===== config.mk =====
export PLATFORM = sky130hd
export DESIGN_NAME = tmr_irq_ctl
export DESIGN_NICKNAME = d
export VERILOG_FILES = /design/src/rtl/tmr_irq_pkg.sv /design/src/rtl/tmr_evt_core.sv /design/src/rtl/tmr_flag_cell.sv /design/src/rtl/tmr_reg_if.sv /design/src/rtl/tmr_irq_ctl.sv
export SDC_FILE = /design/constraint.sdc
export NUM_CORES = 1
export LEC_CHECK = 0
export CORE_AREA = 2 2 90 101
export CTS_CLUSTER_DIAMETER = 100
export DETAILED_ROUTE_END_ITERATION = 12
export DIE_AREA = 0 0 92 103
export DONT_BUFFER_PORTS = 1
export HOLD_SLACK_MARGIN = 0.05
export MAX_ROUTING_LAYER = met4
export PLACE_DENSITY = 0.55
export SYNTH_ARGS = -nofsm -noshare
export SYNTH_HDL_FRONTEND = slang
export SYNTH_HIERARCHICAL = 1
export SYNTH_SLANG_ARGS = --single-unit

===== constraint.sdc =====
create_clock -name clk_i -period 1.65 [get_ports clk_i]
set_input_delay 0.165 -clock clk_i [delete_from_list [all_inputs] [get_ports clk_i]]
set_output_delay 0.165 -clock clk_i [all_outputs]
set_load 0.01 [all_outputs]

===== src/rtl/tmr_irq_pkg.sv =====
package tmr_irq_pkg;

    localparam int unsigned DATA_W = 8;
    localparam int unsigned ADDR_W = 8;
    localparam int unsigned CNT_W  = 2 * DATA_W;
    localparam int unsigned NSRC   = 3;

    // source indices: 0 capture, 1 compare, 2 overflow
    localparam int unsigned SRC_CAP = 0;
    localparam int unsigned SRC_CMP = 1;
    localparam int unsigned SRC_OVF = 2;

    localparam logic [ADDR_W-1:0] A_CTRL   = 8'h12;
    localparam logic [ADDR_W-1:0] A_STAT   = 8'h13;
    localparam logic [ADDR_W-1:0] A_CAP_HI = 8'h14;
    localparam logic [ADDR_W-1:0] A_CAP_LO = 8'h15;
    localparam logic [ADDR_W-1:0] A_CMP_HI = 8'h16;
    localparam logic [ADDR_W-1:0] A_CMP_LO = 8'h17;
    localparam logic [ADDR_W-1:0] A_CNT_HI = 8'h18;
    localparam logic [ADDR_W-1:0] A_CNT_LO = 8'h19;

    // register bit used by source i in both control and status
    function automatic int unsigned src_bit(input int unsigned idx);
        return DATA_W - 1 - idx;
    endfunction

endpackage


===== src/rtl/tmr_evt_core.sv =====
module tmr_evt_core
    import tmr_irq_pkg::*;
#(
    parameter logic [CNT_W-1:0] CMP_RST = '1
) (
    input  logic              clk_i,
    input  logic              rst_ni,
    input  logic              cap_pin_i,
    input  logic              cmp_hi_wr_i,
    input  logic              cmp_lo_wr_i,
    input  logic [DATA_W-1:0] wdata_i,
    output logic [CNT_W-1:0]  cnt_o,
    output logic [CNT_W-1:0]  cap_o,
    output logic [CNT_W-1:0]  cmp_o,
    output logic [NSRC-1:0]   evt_o
);

    typedef struct packed {
        logic [CNT_W-1:0] cnt;
        logic [CNT_W-1:0] cap;
        logic [CNT_W-1:0] cmp;
        logic             pin_prev;
    } core_t;

    core_t core_d, core_q;

    always_comb begin
        core_d = core_q;
        evt_o[SRC_CAP] = cap_pin_i & ~core_q.pin_prev;
        evt_o[SRC_CMP] = (core_q.cnt == core_q.cmp);
        evt_o[SRC_OVF] = (core_q.cnt == '1);

        core_d.cnt      = core_q.cnt + 1'b1;
        core_d.pin_prev = cap_pin_i;
        if (evt_o[SRC_CAP]) begin
            core_d.cap = core_q.cnt;
        end
        if (cmp_hi_wr_i) begin
            core_d.cmp[CNT_W-1:DATA_W] = wdata_i;
        end
        if (cmp_lo_wr_i) begin
            core_d.cmp[DATA_W-1:0] = wdata_i;
        end
    end

    always_ff @(posedge clk_i or negedge rst_ni) begin
        if (!rst_ni) begin
            core_q.cnt      <= '0;
            core_q.cap      <= '0;
            core_q.cmp      <= CMP_RST;
            core_q.pin_prev <= 1'b0;
        end else begin
            core_q <= core_d;
        end
    end

    assign cnt_o = core_q.cnt;
    assign cap_o = core_q.cap;
    assign cmp_o = core_q.cmp;

    // a capture edge stores the counter value seen in that cycle
    a_r4_cap_latch: assert property (@(posedge clk_i) disable iff (!rst_ni)
        evt_o[SRC_CAP] |=> (cap_o == $past(cnt_o)));

    // the overflow event is followed by a zero count
    a_r6_wrap_zero: assert property (@(posedge clk_i) disable iff (!rst_ni)
        evt_o[SRC_OVF] |=> (cnt_o == '0));

endmodule


===== src/rtl/tmr_flag_cell.sv =====
module tmr_flag_cell (
    input  logic clk_i,
    input  logic rst_ni,
    input  logic set_i,
    input  logic arm_i,
    input  logic clr_i,
    output logic flag_o
);

    typedef struct packed {
        logic flag;
        logic armed;
    } cell_t;

    cell_t cell_d, cell_q;

    always_comb begin
        cell_d = cell_q;
        if (arm_i && cell_q.flag) begin
            cell_d.armed = 1'b1;
        end
        if (clr_i && cell_q.armed) begin
            cell_d.flag  = 1'b0;
            cell_d.armed = 1'b0;
        end
        if (set_i) begin
            cell_d.flag = 1'b1;
        end
    end

    always_ff @(posedge clk_i or negedge rst_ni) begin
        if (!rst_ni) begin
            cell_q <= '0;
        end else begin
            cell_q <= cell_d;
        end
    end

    assign flag_o = cell_q.flag;

    // an event always leaves the flag set
    a_r1_event_sets: assert property (@(posedge clk_i) disable iff (!rst_ni)
        set_i |=> flag_o);

    // without a clearing access a set flag stays set
    a_r7_no_access_hold: assert property (@(posedge clk_i) disable iff (!rst_ni)
        (flag_o && !clr_i) |=> flag_o);

    // the arming state never outlives its flag
    a_r7_arm_needs_flag: assert property (@(posedge clk_i) disable iff (!rst_ni)
        cell_q.armed |-> cell_q.flag);

    // set and armed clear in one cycle leave the flag set
    a_r8_set_wins: assert property (@(posedge clk_i) disable iff (!rst_ni)
        (set_i && clr_i && cell_q.armed) |=> flag_o);

endmodule


===== src/rtl/tmr_reg_if.sv =====
module tmr_reg_if
    import tmr_irq_pkg::*;
(
    input  logic              rd_i,
    input  logic              wr_i,
    input  logic [ADDR_W-1:0] addr_i,
    input  logic [NSRC-1:0]   flags_i,
    input  logic [NSRC-1:0]   en_i,
    input  logic [CNT_W-1:0]  cnt_i,
    input  logic [CNT_W-1:0]  cap_i,
    input  logic [CNT_W-1:0]  cmp_i,
    output logic [DATA_W-1:0] rdata_o,
    output logic              stat_rd_o,
    output logic              ctrl_wr_o,
    output logic              cmp_hi_wr_o,
    output logic              cmp_lo_wr_o,
    output logic [NSRC-1:0]   clr_o
);

    always_comb begin
        stat_rd_o      = rd_i && (addr_i == A_STAT);
        ctrl_wr_o      = wr_i && (addr_i == A_CTRL);
        cmp_hi_wr_o    = wr_i && (addr_i == A_CMP_HI);
        cmp_lo_wr_o    = wr_i && (addr_i == A_CMP_LO);
        clr_o[SRC_CAP] = rd_i && (addr_i == A_CAP_LO);
        clr_o[SRC_CMP] = (rd_i || wr_i) && (addr_i == A_CMP_LO);
        clr_o[SRC_OVF] = rd_i && (addr_i == A_CNT_LO);
    end

    always_comb begin
        rdata_o = '0;
        if (rd_i) begin
            unique case (addr_i)
                A_CTRL: begin
                    for (int i = 0; i < NSRC; i++) begin
                        rdata_o[src_bit(i)] = en_i[i];
                    end
                end
                A_STAT: begin
                    for (int i = 0; i < NSRC; i++) begin
                        rdata_o[src_bit(i)] = flags_i[i];
                    end
                end
                A_CAP_HI: rdata_o = cap_i[CNT_W-1:DATA_W];
                A_CAP_LO: rdata_o = cap_i[DATA_W-1:0];
                A_CMP_HI: rdata_o = cmp_i[CNT_W-1:DATA_W];
                A_CMP_LO: rdata_o = cmp_i[DATA_W-1:0];
                A_CNT_HI: rdata_o = cnt_i[CNT_W-1:DATA_W];
                A_CNT_LO: rdata_o = cnt_i[DATA_W-1:0];
                default:  rdata_o = '0;
            endcase
        end
    end

endmodule


===== src/rtl/tmr_irq_ctl.sv =====
module tmr_irq_ctl
    import tmr_irq_pkg::*;
#(
    parameter logic [CNT_W-1:0] CMP_RST = '1
) (
    input  logic              clk_i,
    input  logic              rst_ni,
    input  logic              bus_rd_i,
    input  logic              bus_wr_i,
    input  logic [ADDR_W-1:0] bus_addr_i,
    input  logic [DATA_W-1:0] bus_wdata_i,
    output logic [DATA_W-1:0] bus_rdata_o,
    input  logic              cap_pin_i,
    input  logic              irq_mask_i,
    output logic              irq_o
);

    logic [NSRC-1:0]  evt, clr, flags;
    logic [NSRC-1:0]  en_d, en_q;
    logic [CNT_W-1:0] cnt, cap, cmp;
    logic             stat_rd, ctrl_wr, cmp_hi_wr, cmp_lo_wr;

    tmr_reg_if u_reg_if (
        .rd_i        (bus_rd_i),
        .wr_i        (bus_wr_i),
        .addr_i      (bus_addr_i),
        .flags_i     (flags),
        .en_i        (en_q),
        .cnt_i       (cnt),
        .cap_i       (cap),
        .cmp_i       (cmp),
        .rdata_o     (bus_rdata_o),
        .stat_rd_o   (stat_rd),
        .ctrl_wr_o   (ctrl_wr),
        .cmp_hi_wr_o (cmp_hi_wr),
        .cmp_lo_wr_o (cmp_lo_wr),
        .clr_o       (clr)
    );

    tmr_evt_core #(.CMP_RST(CMP_RST)) u_evt_core (
        .clk_i       (clk_i),
        .rst_ni      (rst_ni),
        .cap_pin_i   (cap_pin_i),
        .cmp_hi_wr_i (cmp_hi_wr),
        .cmp_lo_wr_i (cmp_lo_wr),
        .wdata_i     (bus_wdata_i),
        .cnt_o       (cnt),
        .cap_o       (cap),
        .cmp_o       (cmp),
        .evt_o       (evt)
    );

    for (genvar g = 0; g < NSRC; g++) begin : g_src
        tmr_flag_cell u_flag (
            .clk_i  (clk_i),
            .rst_ni (rst_ni),
            .set_i  (evt[g]),
            .arm_i  (stat_rd),
            .clr_i  (clr[g]),
            .flag_o (flags[g])
        );
    end

    // enables are deliberately outside the reset domain
    always_comb begin
        en_d = en_q;
        if (ctrl_wr) begin
            for (int i = 0; i < NSRC; i++) begin
                en_d[i] = bus_wdata_i[src_bit(i)];
            end
        end
    end

    always_ff @(posedge clk_i) begin
        en_q <= en_d;
    end

    assign irq_o = !irq_mask_i && |(flags & en_q);

    // enables change only on a control write
    a_r9_en_keep: assert property (@(posedge clk_i) disable iff (!rst_ni)
        !ctrl_wr |=> $stable(en_q));

    // a request never appears while the mask is high
    a_r3_mask_blocks: assert property (@(posedge clk_i) disable iff (!rst_ni)
        $rose(irq_o) |-> !irq_mask_i);

endmodule


Yosys cells after proc, flatten, opt, wreduce, memory -nomap -nowiden

Cells that the tools add are included.

Bits in read-only memories: 0
Bits of input ports: 22
Memory bits (writable): 0
Latch bits: 0
Flip-flop bits (word level): 58
Output and inout bits: 9
Logic and storage cells: 61
Memories kept: 0

Divide/modulo/power cells: 0
$mul: 0
Bitwise operators: 3
Add/sub/neg operators: 1
Equal/unequal tests: 10
Order comparisons: 0
Multiplexer cells: 12
Reduce and logical (&&, ||, !) cells: 23
Shift-type cells: 0

Operators with widths:

| cell                  | count |
|---|---|
| $eq 8x5->1 const B    | 8 |
| $pmux 5 s6            | 1 |
| $pmux 3 s8            | 1 |
| $add 16x1->16 const B | 1 |
| $eq 16x16->1          | 1 |
| $eq 16x16->1 const B  | 1 |
| $logic_and 1x1->1     | 14 |
| $reduce_bool 2->1     | 6 |
| $mux 8                | 1 |
| $mux 1                | 6 |
| $mux 2                | 3 |
| $and 3x3->3           | 1 |
| $reduce_or 3->1       | 1 |
| $and 1x1->1           | 1 |
| $logic_not 1->1       | 1 |
| $logic_or 1x1->1      | 1 |
| $not 1->1             | 1 |

Depth between registers and ports, before layout

Word-level depth: 6
Gate-level depth with buffers: 7
Gate-level depth less buffers: 5

Hierarchy

Netlist, hierarchy kept.

By module, submodules not included:

| module        | area an instance (sq um) | times used | seq. area each (sq um) | cells an instance |
|---|---|---|---|---|
| tmr_evt_core  | 2,486.1                  | 1          | 1,246.2                | 205 |
| tmr_reg_if    | 666.9                    | 1          | 0.0                    | 88 |
| tmr_flag_cell | 75.1                     | 3          | 50.0                   | 6 |
| tmr_irq_ctl   | 103.8                    | 1          | 90.1                   | 5 |

Worst setup path before layout

OpenSTA, ideal clock, no wires.

Path type: input to register
Start point: in bus_addr_i[1]
End point: reg, netlist name u_evt_core/cmp_o[0]
Data required time: 1,568 ps
Slack: 37 ps
Arrival time: 1,530 ps
Cell stages on the path: 6
Cell sequence: clkbuf_1 -> clkbuf_1 -> nand2_1 -> nor2_1 -> clkbuf_1 -> mux2_2

Cells in the longest elaborated chain, start to end: 2

Ends and longest elaborated chain:

| element           | line              | text |
|---|---|---|
| start, declared   | tmr_irq_ctl.sv:10 | `input logic [ADDR_W-1:0] bus_addr_i,` |
| $eq 8x5->1        | tmr_reg_if.sv:24  | `cmp_lo_wr_o = wr_i && (addr_i == A_CMP_LO);` |
| $logic_and 1x1->1 | tmr_reg_if.sv:24  |  |
| net cmp_lo_wr     | tmr_irq_ctl.sv:21 | `logic stat_rd, ctrl_wr, cmp_hi_wr, cmp_lo_wr;` |

The timed path passes the listed nets, and every way through them passes these cells.
A chain may end at the register's enable or synchronous reset.

Final worst setup path

Start point: reg, netlist name u_evt_core/cap_o[11]
End point: out bus_rdata_o[3]

Cells in the longest elaborated chain, start to end: 2

Ends and longest elaborated chain:

| element       | line              | text |
|---|---|---|
| $pmux 5 s6    | tmr_reg_if.sv:33  | `unique case (addr_i)` |
| $mux 8        | tmr_reg_if.sv:32  | `if (rd_i) begin` |
| end, declared | tmr_irq_ctl.sv:12 | `output logic [DATA_W-1:0] bus_rdata_o,` |

No other way between the ends.

==> flow_metrics.py <==
metrics = {
    "critical_path": {
        "cp_max_fo": 2,
        "r2r-start": "u_evt_core/cnt_o[3]",
        "cp-end-kind": "output pin",
        "critPathKind": "reg2out",
        "crit_arrival_ns": 1.48,
        "required_ns": 1.48,
        "critPathLaunchType": "register",
        "cp-startpoint": "u_evt_core/cap_o[11]",
    },
    "yosys": {
        "synth.distinct_cells": 39,
        "yosysSeqAreaShare_pct": 42.7,
        "ys_seq_elements": 58,
        "synth-edff-count": 3,
        "async_flop_share_pct": 94.8,
        "syn-num-nets": 339,
        "synth.avg_cell_area_sq_um": 11.0,
        "synth_fa_ha_area_share_pct": 0.359,
        "synth-compound-area-share_pct": 5.03,
        "synth_cells": 316,
        "synth-main-ff-cell": "dfrtp_1",
        "synth_top_family_by_area": "multiplexers",
        "synth-simple-area-share_pct": 14.2,
        "synth_xor_area_share_pct": 7.80,
        "muxShareOfSynthArea_pct": 17.1,
        "yosys_warnings": 6,
        "netlist_area_sq_mm": 0.00348,
    },
    "pwr": {
        "irDropWorstVdd_v": 0.000317,
        "power_density_mw_per_mm2": 794,
        "p_leak_nw": 1.55,
        "finalPower_mw": 3.00,
    },
    "detailed_routing": {
        "vias": 2185,
        "route.final.wire_length_um": 7620,
        "dr.pass1.iters": 4,
        "wl_met1_um": 3540,
        "wl_per_cell_um": 18.2,
        "met3WireLength_um": 236,
        "drc": 0,
        "drtAntennaViolNets": 0,
        "drtIter0Drc": 122,
        "top_layer_used": "met4",
        "detail_route.vias_per_cell": 5.21,
        "met2_length_um": 3660,
    },
    "global_routing": {
        "grt_start_max_net_pins": 56,
        "grt.total_usage_pct": 18.3,
        "grt_pass1_vias": 2367,
        "antenna_found_initial": 0,
        "grt-ovfl-total": 0,
        "grt_pass1_wl_um": 12600,
    },
    "flow_run": {
        "maxCapViolations": 0,
    },
    "clocking": {
        "cts.path.max_buffers": 2,
        "cts-htree-levels": 3,
        "clk_pin_slew_ns": 0.07,
        "cts_root_buf": "clkbuf_8",
        "cts_made_buffers": 9,
        "cts_tree": "built",
        "clock_sinks": 58,
        "insertion_delay_ns": 0.33,
    },
    "timing": {
        "hold_viol": 0,
        "worst_pin_slew_ns": 0.384,
        "rsz0062_at_grt": "true",
        "post-route-min-period_ns": 1.64,
        "setup_tns_ns": 0,
        "slew_headroom_pct": 74.3,
        "timing.fmax_mhz": 609,
        "finalClockSkew_ns": 0.0106,
        "hold_ws_ns": 0.154,
        "finalCritPeriodShare_pct": 99.6,
        "finalSetupViolations": 0,
        "slew_violations": 0,
    },
    "floorplan": {
        "io_pins": 31,
        "die_x_um": 92,
        "die_y_um": 103,
        "row_count": 36,
        "start_util_pct": 40.7,
        "dieArea_sq_mm": 0.00948,
        "core_sq_mm": 0.00856,
    },
    "finish": {
        "syn2layout_area_growth_pct": 8.48,
        "final_common_cell": "mux2_2",
        "nNetsFinal": 323,
        "final_cell_mix": "mux2_2 (35), dfrtp_1 (33), buf_4 (25)",
        "utilization_pct": 44.1,
        "fillerInstances": 840,
        "finalNonFillerCells": 419,
        "num_antenna_cells": 0,
        "drive_above_1_share_pct": 41.0,
    },
    "run_status": {
        "status": "finished, final reports clean",
    },
    "placement": {
        "port-buffer-count": 0,
        "gp_congestion": 0.822,
        "placedCellCount": 382,
        "dp_hpwl_um": 5340,
    },
    "worst_hold_path": {
        "worst_hold_path_type": "in2reg",
        "hold_start": "bus_addr_i[0]",
    },
}
-- final cells by class --
| cell class | instances | area, sq um | share of cell area, % |
|---|---|---|---|
| Multi-Input combinational cell | 191 | 1610 | 42.7 |
| Sequential cell | 58 | 1490 | 39.5 |
| Timing Repair Buffer | 37 | 325 | 8.61 |
| Clock buffer | 14 | 183 | 4.84 |
| Tap cell | 114 | 143 | 3.78 |
| Inverter | 3 | 11.3 | 0.298 |
| Clock inverter | 2 | 10.0 | 0.265 |
-- synth_stat cells, types with 7 or more instances --
| cell | count | share of area [%] |
|---|---|---|
| buf_2 | 10 | 1.4 |
| buf_4 | 49 | 11 |
| dfrtp_1 | 39 | 28 |
| dfstp_2 | 16 | 12 |
| mux2_2 | 37 | 12 |
| mux2i_1 | 11 | 3.2 |
| nand2_1 | 18 | 1.9 |
| nand2b_1 | 7 | 1.3 |
| nand3_1 | 13 | 1.9 |
| nand4_1 | 7 | 1.3 |
| nor2_1 | 9 | 0.97 |
| xnor2_1 | 21 | 5.3 |
| xor2_1 | 10 | 2.5 |
-- routing by layer --
| metal | up-vias | track usage (%) |
|---|---|---|
| met5 | - | - |
| met4 | 0 | 9.64 |
| met3 | 15 | 3.14 |
| met2 | 40 | 28.2 |
| met1 | 1102 | 23.2 |
| li1 | 1028 | - |
-- sequential cells by signal (all words and copies together) (netlist names) --
name and cells:
u_evt_core/core_q 1, g_src.u_flag/cell_q 3, u_evt_core/cnt_o 16, u_evt_core/cap_o 16, u_evt_core/cmp_o 16, en_q 3, g_src.u_flag/flag_o 3
-- cell families (layout without fill, tap and decap cells) --
logic type	count (synthesis)	count (layout)
compound gates	26	26
xor+xnor	31	31
fa+ha+maj	1	1
buf+inv	67	56
flops	58	58
mux	51	51
simple gates	82	82
-- path summary, 6_finish.rpt --
kind / end / slack, ns / depth (start not counted)
max: bus_rdata_o[3] / 0.007 / 4
min: g_src[2].u_flag/cell_q[0] / 0.15 / 2
max reg2reg: g_src[1].u_flag/flag_o / 0.15 / 4
min reg2reg: g_src[0].u_flag/cell_q[0] / 0.47 / 1
max in group asynchronous: u_evt_core/cmp_o[0] / 1.00 / 2
min in group asynchronous: g_src[1].u_flag/cell_q[0] / 0.36 / 2
-- worst max-delay path, cell delays in order, from the launching register on --
cell and delay, ns:
dfrtp_1 0.38, mux4_2 0.48, nand3_2 0.08, o21ai_1 0.06, and2_4 0.15
-- report_power, final --
part | internal (mW) | switching, mW | total, mW
sequential | 1.48 | 0.0277 | 1.51
combinational | 0.134 | 0.102 | 0.237
clock | 0.705 | 0.546 | 1.25
-- metrics by stage --
stage | area, sq um | setup slack (ns)
2_1_floorplan | 3480 | 0.0374
6_report | 3780 | 0.00692
4_1_cts | 3700 | -0.0154
5_1_grt | 3780 | -0.0333
3_5_place_dp | 3310 | 0.0163
3_3_place_gp | 3310 | 0.0140
-- repair_timing --
| item | 4_1_cts | 5_1_grt |
|---|---|---|
| hold buffers | 12 | 0 |
| gates resized for setup | 9 | 11 |
| pin swaps | 4 | 3 |
| gates cloned | 0 | 0 |
| endpoints found under the setup margin | 6 | 8 |
| setup buffers | 5 | 4 |
| endpoints found under the hold margin | 76 | 0 |
(Power assumes the default switching activity.)
